File: config.mk
export PLATFORM = sky130hd
export DESIGN_NAME = gpf_fault_coder
export DESIGN_NICKNAME = d
export VERILOG_FILES = /design/src/rtl/gpf_pkg.sv /design/src/rtl/gpf_wrap_detect.sv /design/src/rtl/gpf_code_build.sv /design/src/rtl/gpf_fault_reg.sv /design/src/rtl/gpf_fault_coder.sv
export SDC_FILE = /design/constraint.sdc
export NUM_CORES = 1
export LEC_CHECK = 0
export CORE_UTILIZATION = 38
export CTS_CLUSTER_DIAMETER = 100
export CTS_CLUSTER_SIZE = 8
export DETAILED_ROUTE_END_ITERATION = 6
export PLACE_DENSITY = 0.94
export SKIP_CTS_REPAIR_TIMING = 1
export SLEW_MARGIN = 20
export SYNTH_ARGS = -nofsm -noshare
export SYNTH_HDL_FRONTEND = slang
export SYNTH_SLANG_ARGS = --single-unit
File: constraint.sdc
create_clock -name clk -period 3.8 [get_ports clk]
set_clock_uncertainty 0.05 [all_clocks]
set_input_delay 0.76 -clock clk [delete_from_list [all_inputs] [get_ports clk]]
set_output_delay 0.76 -clock clk [all_outputs]
set_load 0.02 [all_outputs]
File: src/rtl/gpf_pkg.sv
package gpf_pkg;
   typedef enum logic [1:0] {
      TBL_GLOBAL = 2'b00,
      TBL_LOCAL  = 2'b01,
      TBL_INTR   = 2'b10,
      TBL_INTR_B = 2'b11
   } tbl_src_e;

   localparam int unsigned GPF_VECTOR_NUM = 13;
endpackage

File: src/rtl/gpf_wrap_detect.sv
module gpf_wrap_detect #(
   parameter int unsigned OFS_W     = 16,
   parameter bit          CHECK_EN  = 1'b1
) (
   input  logic [OFS_W-1:0] acc_offset,
   input  logic             acc_word,
   output logic             wrap_hit
);
   localparam logic [OFS_W-1:0] LAST_OFS = {OFS_W{1'b1}};

   generate
      if (CHECK_EN) begin : g_check
         assign wrap_hit = acc_word && (acc_offset == LAST_OFS);
      end else begin : g_nocheck
         assign wrap_hit = 1'b0 & acc_word & (&acc_offset);
      end
   endgenerate
endmodule

File: src/rtl/gpf_code_build.sv
module gpf_code_build
   import gpf_pkg::*;
#(
   parameter int unsigned SEL_IDX_W = 13,
   parameter int unsigned N_ZERO    = 3,
   parameter int unsigned N_SEL     = 2,
   localparam int unsigned CODE_W   = SEL_IDX_W + 3
) (
   input  logic [N_ZERO-1:0]    zero_viol,
   input  logic [N_SEL-1:0]     sel_viol,
   input  logic [SEL_IDX_W-1:0] sel_index,
   input  logic [1:0]           tbl_src,
   input  logic                 ext_evt,
   input  logic                 real_mode,
   input  logic                 wrap_hit,
   output logic                 hit,
   output logic [CODE_W-1:0]    code
);
   tbl_src_e src;
   logic     zero_any;
   logic     sel_any;
   logic     in_intr;
   logic     in_local;

   always_comb begin
      src      = tbl_src_e'(tbl_src);
      zero_any = |zero_viol;
      sel_any  = |sel_viol;
      in_intr  = (src == TBL_INTR) || (src == TBL_INTR_B);
      in_local = (src == TBL_LOCAL);

      if (real_mode) begin
         hit  = wrap_hit;
         code = '0;
      end else if (zero_any) begin
         hit  = 1'b1;
         code = '0;
      end else if (sel_any) begin
         hit  = 1'b1;
         code = {sel_index, in_local, in_intr, ext_evt};
      end else begin
         hit  = 1'b0;
         code = '0;
      end
   end
endmodule

File: src/rtl/gpf_fault_reg.sv
module gpf_fault_reg #(
   parameter int unsigned CODE_W  = 16,
   parameter int unsigned VEC_W   = 8,
   parameter int unsigned VEC_NUM = 13
) (
   input  logic              clk,
   input  logic              rst_n,
   input  logic              req_valid,
   input  logic              hit,
   input  logic [CODE_W-1:0] code_in,
   input  logic              flt_ack,
   output logic              flt_valid,
   output logic [VEC_W-1:0]  flt_vector,
   output logic [CODE_W-1:0] flt_code
);
   localparam logic [VEC_W-1:0] VEC_VAL = VEC_W'(VEC_NUM);

   logic take;
   assign take = req_valid && hit && (!flt_valid || flt_ack);

   always_ff @(posedge clk or negedge rst_n) begin
      if (!rst_n) begin
         flt_valid  <= 1'b0;
         flt_vector <= '0;
         flt_code   <= '0;
      end else if (take) begin
         flt_valid  <= 1'b1;
         flt_vector <= VEC_VAL;
         flt_code   <= code_in;
      end else if (flt_ack) begin
         flt_valid  <= 1'b0;
         flt_vector <= '0;
         flt_code   <= '0;
      end
   end
endmodule

File: src/rtl/gpf_fault_coder.sv
module gpf_fault_coder
   import gpf_pkg::*;
#(
   parameter int unsigned SEL_IDX_W     = 13,
   parameter int unsigned OFS_W         = 16,
   parameter int unsigned VEC_W         = 8,
   parameter int unsigned N_ZERO        = 3,
   parameter int unsigned N_SEL         = 2,
   parameter bit          WRAP_CHECK_EN = 1'b1,
   localparam int unsigned CODE_W       = SEL_IDX_W + 3
) (
   input  logic                 clk,
   input  logic                 rst_n,
   input  logic                 req_valid,
   input  logic [N_ZERO-1:0]    zero_viol,
   input  logic [N_SEL-1:0]     sel_viol,
   input  logic [SEL_IDX_W-1:0] sel_index,
   input  logic [1:0]           tbl_src,
   input  logic                 ext_evt,
   input  logic                 real_mode,
   input  logic [OFS_W-1:0]     acc_offset,
   input  logic                 acc_word,
   input  logic                 flt_ack,
   output logic                 flt_valid,
   output logic [VEC_W-1:0]     flt_vector,
   output logic [CODE_W-1:0]    flt_code
);
   initial begin
      assert (OFS_W >= 2) else $error("OFS_W too small");
      assert (VEC_W >= 4) else $error("VEC_W cannot hold the vector");
      assert (N_ZERO >= 1 && N_SEL >= 1) else $error("need violation classes");
   end

   logic              wrap_hit;
   logic              hit;
   logic [CODE_W-1:0] code_c;

   gpf_wrap_detect #(
      .OFS_W    (OFS_W),
      .CHECK_EN (WRAP_CHECK_EN)
   ) u_wrap (
      .acc_offset (acc_offset),
      .acc_word   (acc_word),
      .wrap_hit   (wrap_hit)
   );

   gpf_code_build #(
      .SEL_IDX_W (SEL_IDX_W),
      .N_ZERO    (N_ZERO),
      .N_SEL     (N_SEL)
   ) u_code (
      .zero_viol (zero_viol),
      .sel_viol  (sel_viol),
      .sel_index (sel_index),
      .tbl_src   (tbl_src),
      .ext_evt   (ext_evt),
      .real_mode (real_mode),
      .wrap_hit  (wrap_hit),
      .hit       (hit),
      .code      (code_c)
   );

   gpf_fault_reg #(
      .CODE_W  (CODE_W),
      .VEC_W   (VEC_W),
      .VEC_NUM (GPF_VECTOR_NUM)
   ) u_reg (
      .clk        (clk),
      .rst_n      (rst_n),
      .req_valid  (req_valid),
      .hit        (hit),
      .code_in    (code_c),
      .flt_ack    (flt_ack),
      .flt_valid  (flt_valid),
      .flt_vector (flt_vector),
      .flt_code   (flt_code)
   );
endmodule

; After elaboration in Yosys (flattened, before gate mapping)
; Cells that the tools add are included.
[op_classes]
eq_ne = 4
mux = 12
n_reduce_logical = 9
[ops]
columns = cell, count
row1 = $mux W16, 5
row2 = $eq A16 B16 Y1 const B, 1
row3 = $mux W8, 2
row4 = $mux W1, 5
row5 = $eq A2 B2 Y1 const B, 2
row6 = $logic_and A1 B1 Y1, 3
row7 = $reduce_or A3 Y1, 1
row8 = $eq A2 B1 Y1 const B, 1
row9 = $logic_or A1 B1 Y1, 2
row10 = $reduce_bool A2 Y1, 1
row11 = $reduce_or A2 Y1, 1
row12 = $logic_not A1 Y1, 1
[totals]
ff_bits = 25
elab_cells = 28

; Depth between registers and ports, before layout
[logic_depth]
depth_word = 7
ltp_mapped = 6
depth_no_buf = 4

; Hierarchy
; From an unflattened synthesis, not the netlist that was laid out.
[unflattened]
hier_cells = 129
hier_area_um2 = 1242.4
[modules_own_cells]
columns = mod, instances, cells_each, area_each_um2, seq_area_each_um2
row1 = gpf_fault_reg, 1, 84, 943.4, 425.4
row2 = gpf_code_build, 1, 39, 255.2, 0.0
row3 = gpf_wrap_detect, 1, 6, 43.8, 0.0

; Worst setup path after synthesis
; Ideal clock, no wire load.
[synth_path]
path_type = input to register
start = input port zero_viol[1]
end = register u_reg.flt_code[15]
arrival_time_ns = 1.736
setup_slack_ns = 1.940
cell_stages = 5
n_path_buf = 1
path_cell_list = nor3_4 -> a21oi_2 -> clkbuf_2 -> or3b_2 -> o21ai_2
[synth_via]
elab_chain_len = 6
elab_cells_between_ends = 9
cone_classes = mux: 5 / reduce/logical: 4
[synth_lines]
columns = element, line_no
row1 = "start, declared", gpf_fault_coder.sv:15  ; input logic [N_ZERO-1:0] zero_viol,
row2 = $reduce_or A3 Y1 *, gpf_code_build.sv:27  ; zero_any = |zero_viol;
row3 = $mux W1, gpf_code_build.sv:35  ; end else if (zero_any) begin
row4 = $mux W1, gpf_code_build.sv:32  ; if (real_mode) begin
row5 = $logic_and A1 B1 Y1 (2 in series), gpf_fault_reg.sv:19  ; assign take = req_valid && hit && (!flt_valid || flt_ack);
row6 = $mux W16 or $reduce_bool A2 Y1 (tied branches), -
row7 = "end signal, assigned", gpf_fault_reg.sv:29  ; flt_code <= code_in;
row8 = "end, declared", gpf_fault_reg.sv:14  ; output logic [CODE_W-1:0] flt_code
; Every way passes the cells marked *; elsewhere a longest branch is shown, timed or not.
; A chain may end at the register's enable or synchronous reset.

; Worst setup path in the final report
[layout_path]
start = input port flt_ack
end = register u_reg.flt_code[2]
[layout_via]
elab_chain_len = 3
elab_cells_between_ends = 4
cone_classes = mux: 1 / reduce/logical: 3
[layout_lines]
columns = element, line_no
row1 = "start, declared", gpf_fault_coder.sv:23  ; input logic flt_ack,
row2 = $logic_or A1 B1 Y1, gpf_fault_reg.sv:19
row3 = $logic_and A1 B1 Y1, gpf_fault_reg.sv:19
row4 = $mux W16 or $reduce_bool A2 Y1 (tied branches), -
; Parallel ways exist; a longest one is shown, timed or not.

==> out/metrics.yaml <==
outcome:
  outcome: "finished, final reports clean"
placed_design:
  place_hpwl_um: 2146
  routabilityCongestion: 0.7459
  pre_cts_ws_ns: 0.6883
  port-buffer-count: 62
cts:
  clkSinkCount: 17
  clk-insertion-delay-late_ns: 0.29
  tritoncts: "built"
  h-tree-depth: 1
  cts.reportedPaths.clkPinSlew_ns: 0.10
  cts-buffers-inserted: 3
  max-clock-path-buffers: 2
  clk_root_buffer_cell: "clkbuf_4"
power_and_ir_drop:
  comb_power_share: 0.258
  p_leak_nw: 0.6240
  net-switching-power_uw: 103.7
  design_power_total_uw: 388.4
  irDropWorstVdd_v: 0.0002046
  powerDensity_nw_per_um2: 237.7
  switching_power_share_of_the_total: 0.2669
  pwr-share-seq: 0.489
  clock_power_share: 0.253
  power.internal_uw: 284.7
final_layout:
  syn2layout_area_growth_pct: 57.16
  antenna-diode-count: 0
  fillers: 210
  nets: 195
  post_route_cells_drive_above_1_share: 0.2252
die:
  die-area_um2: 2950
  dieHeight_um: 54.31
  placeable_core_region_um2: 2522
  placement_rows: 18
  initial_core_util: 0.4122
  boundaryPins: 68
  die_w_um: 54.31
synth:
  synth_largest_type_area_fraction: 0.4091
  synth.distinct_cells: 24
  synth_top_flop_cell: "dfrtp_1"
  yosys_register_bits: 17
  mappedNetlistArea_um2: 1040
  synth_most_common_cell: "dfrtp_1"
  async_flop_share: 1.000
  number_of_synthesized_flops_with_an_enable_pin: 0
  leading_area_contributor_after_synthesis: "dfrtp_1"
  post_synth.cell_area_avg_um2: 10.94
  yosys-top-cells-area: "dfrtp_1 41%, or3b_2 13%, a22oi_1 11%"
  netlist_instances: 95
  synth_top_cells_by_count: "17 x dfrtp_1, 15 x a22oi_1, 15 x or3b_2, 10 x o21ai_2, 8 x buf_4"
  synth_warnings: 0
  seq_area_frac_synth: 0.4091
setup_path:
  setup.worst_path.end_class: "flip-flop"
  worst_setup_path_start_kind: "input port"
  worst-path-max-fanout: 18
  critical_path_arrival_ns: 2.94
  timing_worst_setup_path_type: "in2reg"
  cp_data_required_time_ns: 3.95
route:
  ant_nets: 0
  wl_um: 2842
  first_pass_iters: 4
  route.vias.total: 976
  drcViolationCount: 0
  wl_per_cell_um: 15.70
  drt_first_iter_violations: 14
  avgViaCountPerCell: 5.392
min_path:
  hp-class: "reg2reg"
sta:
  final_critical_path_setup_slack_ns: 1.019
  relSlewSlack: 0.4324
  max_slew.worst_pin.slew_ns: 0.8478
  finalSetupViolations: 0
  fin_setup_tns_ns: 0
  max_clk_rate_ghz: 0.3595
  final.period_utilization: 0.7320
  finalMaxSlewViolations: 0
  layout_min_cycle_time_ns: 2.781
  grt_setup_unrepaired: "no"
  final_number_of_hold_violating_endpoints: 0
  holdWs_ns: 0.5054
grt:
  pin_count_of_the_biggest_net_entering_global_routing: 19
  first_global_vias: 941
  grtUsageTotal: 0.2047
  grt_first_pass_wirelength_um: 4257
  grt_antenna_before_repair: 0
  grt_remaining_overflow: 0
flow_run:
  maxCapViolations: 0
-- worst paths after layout --
path                                                 start                        endpoint  slack [ns]  depth (start not counted)
max                                                flt_ack   u_reg.flt_code[2]$_DFFE_PN0P_        1.02                          6
min                          u_reg.flt_code[3]$_DFFE_PN0P_   u_reg.flt_code[3]$_DFFE_PN0P_        0.51                          2
max in group asynchronous                            rst_n  u_reg.flt_code[10]$_DFFE_PN0P_        2.38                          1
max reg2reg                u_reg.flt_vector[2]$_DFFE_PN0P_   u_reg.flt_code[2]$_DFFE_PN0P_        1.75                          5
min in group asynchronous                            rst_n   u_reg.flt_code[3]$_DFFE_PN0P_        0.85                          1
min reg2reg                  u_reg.flt_code[3]$_DFFE_PN0P_   u_reg.flt_code[3]$_DFFE_PN0P_        0.51                          2
-- layout by cell type, fill, tap and decap left out --
| cell type | n |
|---|---|
| clkdlybuf4s50_1 | 62 |
| dfrtp_1 | 17 |
| or3b_2 | 15 |
| a22oi_1 | 15 |
| o21ai_2 | 10 |
| o21ai_0 | 6 |
| conb_1 | 5 |
| nand4_1 | 4 |
| clkbuf_4 | 3 |
| nor4_1 | 1 |
| and4_1 | 1 |
| nor3_4 | 1 |
| nor2_2 | 1 |
| nand2b_1 | 1 |
| a21oi_2 | 1 |
| nor2b_1 | 1 |
| nor4b_4 | 1 |
| or3b_1 | 1 |
| inv_1 | 1 |
| a32oi_1 | 1 |
| or3_2 | 1 |
| clkbuf_1 | 1 |
| buf_4 | 1 |
-- metrics by stage --
step | cell area, um^2 | instances | utilization
after floorplan | 1055 | 99 | -
after global placement | 1608 | 177 | 0.6374
after detailed placement | 1608 | 177 | 0.6374
after CTS | 1634 | 181 | 0.6478
after global routing | 1634 | 181 | 0.6478
final | 1634 | 181 | 0.6478
-- critical path, stage by stage --
cell             delay [ns]
clkdlybuf4s50_1        0.76
nor2b_1                0.09
buf_4                  0.22
nor4b_4                0.79
a32oi_1                0.19
o21ai_0                0.12
-- logic make-up (layout without fill, tap and decap cells) --
group	Yosys count	in the layout	synth area share
AO/OA/AOI/OAI	33	33	0.2383
buffers and inverters	16	68	0.1119
flip-flops	17	17	0.4091
other	1	5	0.003607
AND/OR/NAND/NOR	28	28	0.2371
-- state kept, by name, summed over array words and instances (netlist names) --
register,count
u_reg.flt_vector,1
u_reg.flt_code,16
-- power by group through the flow --
stage	logic (mW)	clock network, mW	registers [mW]
6_report	0.100	0.0983	0.190
5_1_grt	0.108	0.109	0.190
4_1_cts	0.101	0.0987	0.190
3_5_place_dp	0.101	0	0.193
3_3_place_gp	0.0994	0	0.193
2_1_floorplan	0.0358	0	0.198
-- layer usage --
metal  vias to the layer above  GRT usage  part of all wire
li1                        464          -                 -
met1                       444     0.2378              0.41
met2                        65     0.3659              0.46
met3                         3    0.05000              0.12
met4                         0    0.06410            0.0081
met5                         -          0                 0
-- layout make-up --
type	count	area, um^2	share of cell area
timing repair buffer	63	628.1	0.3844
multi-input combinational	66	513.0	0.3139
sequential	17	425.4	0.2603
tap	30	37.54	0.02297
clock buffer	4	26.28	0.01608
inverter	1	3.754	0.002297
No activity file was read; power rests on OpenSTA's default activity.
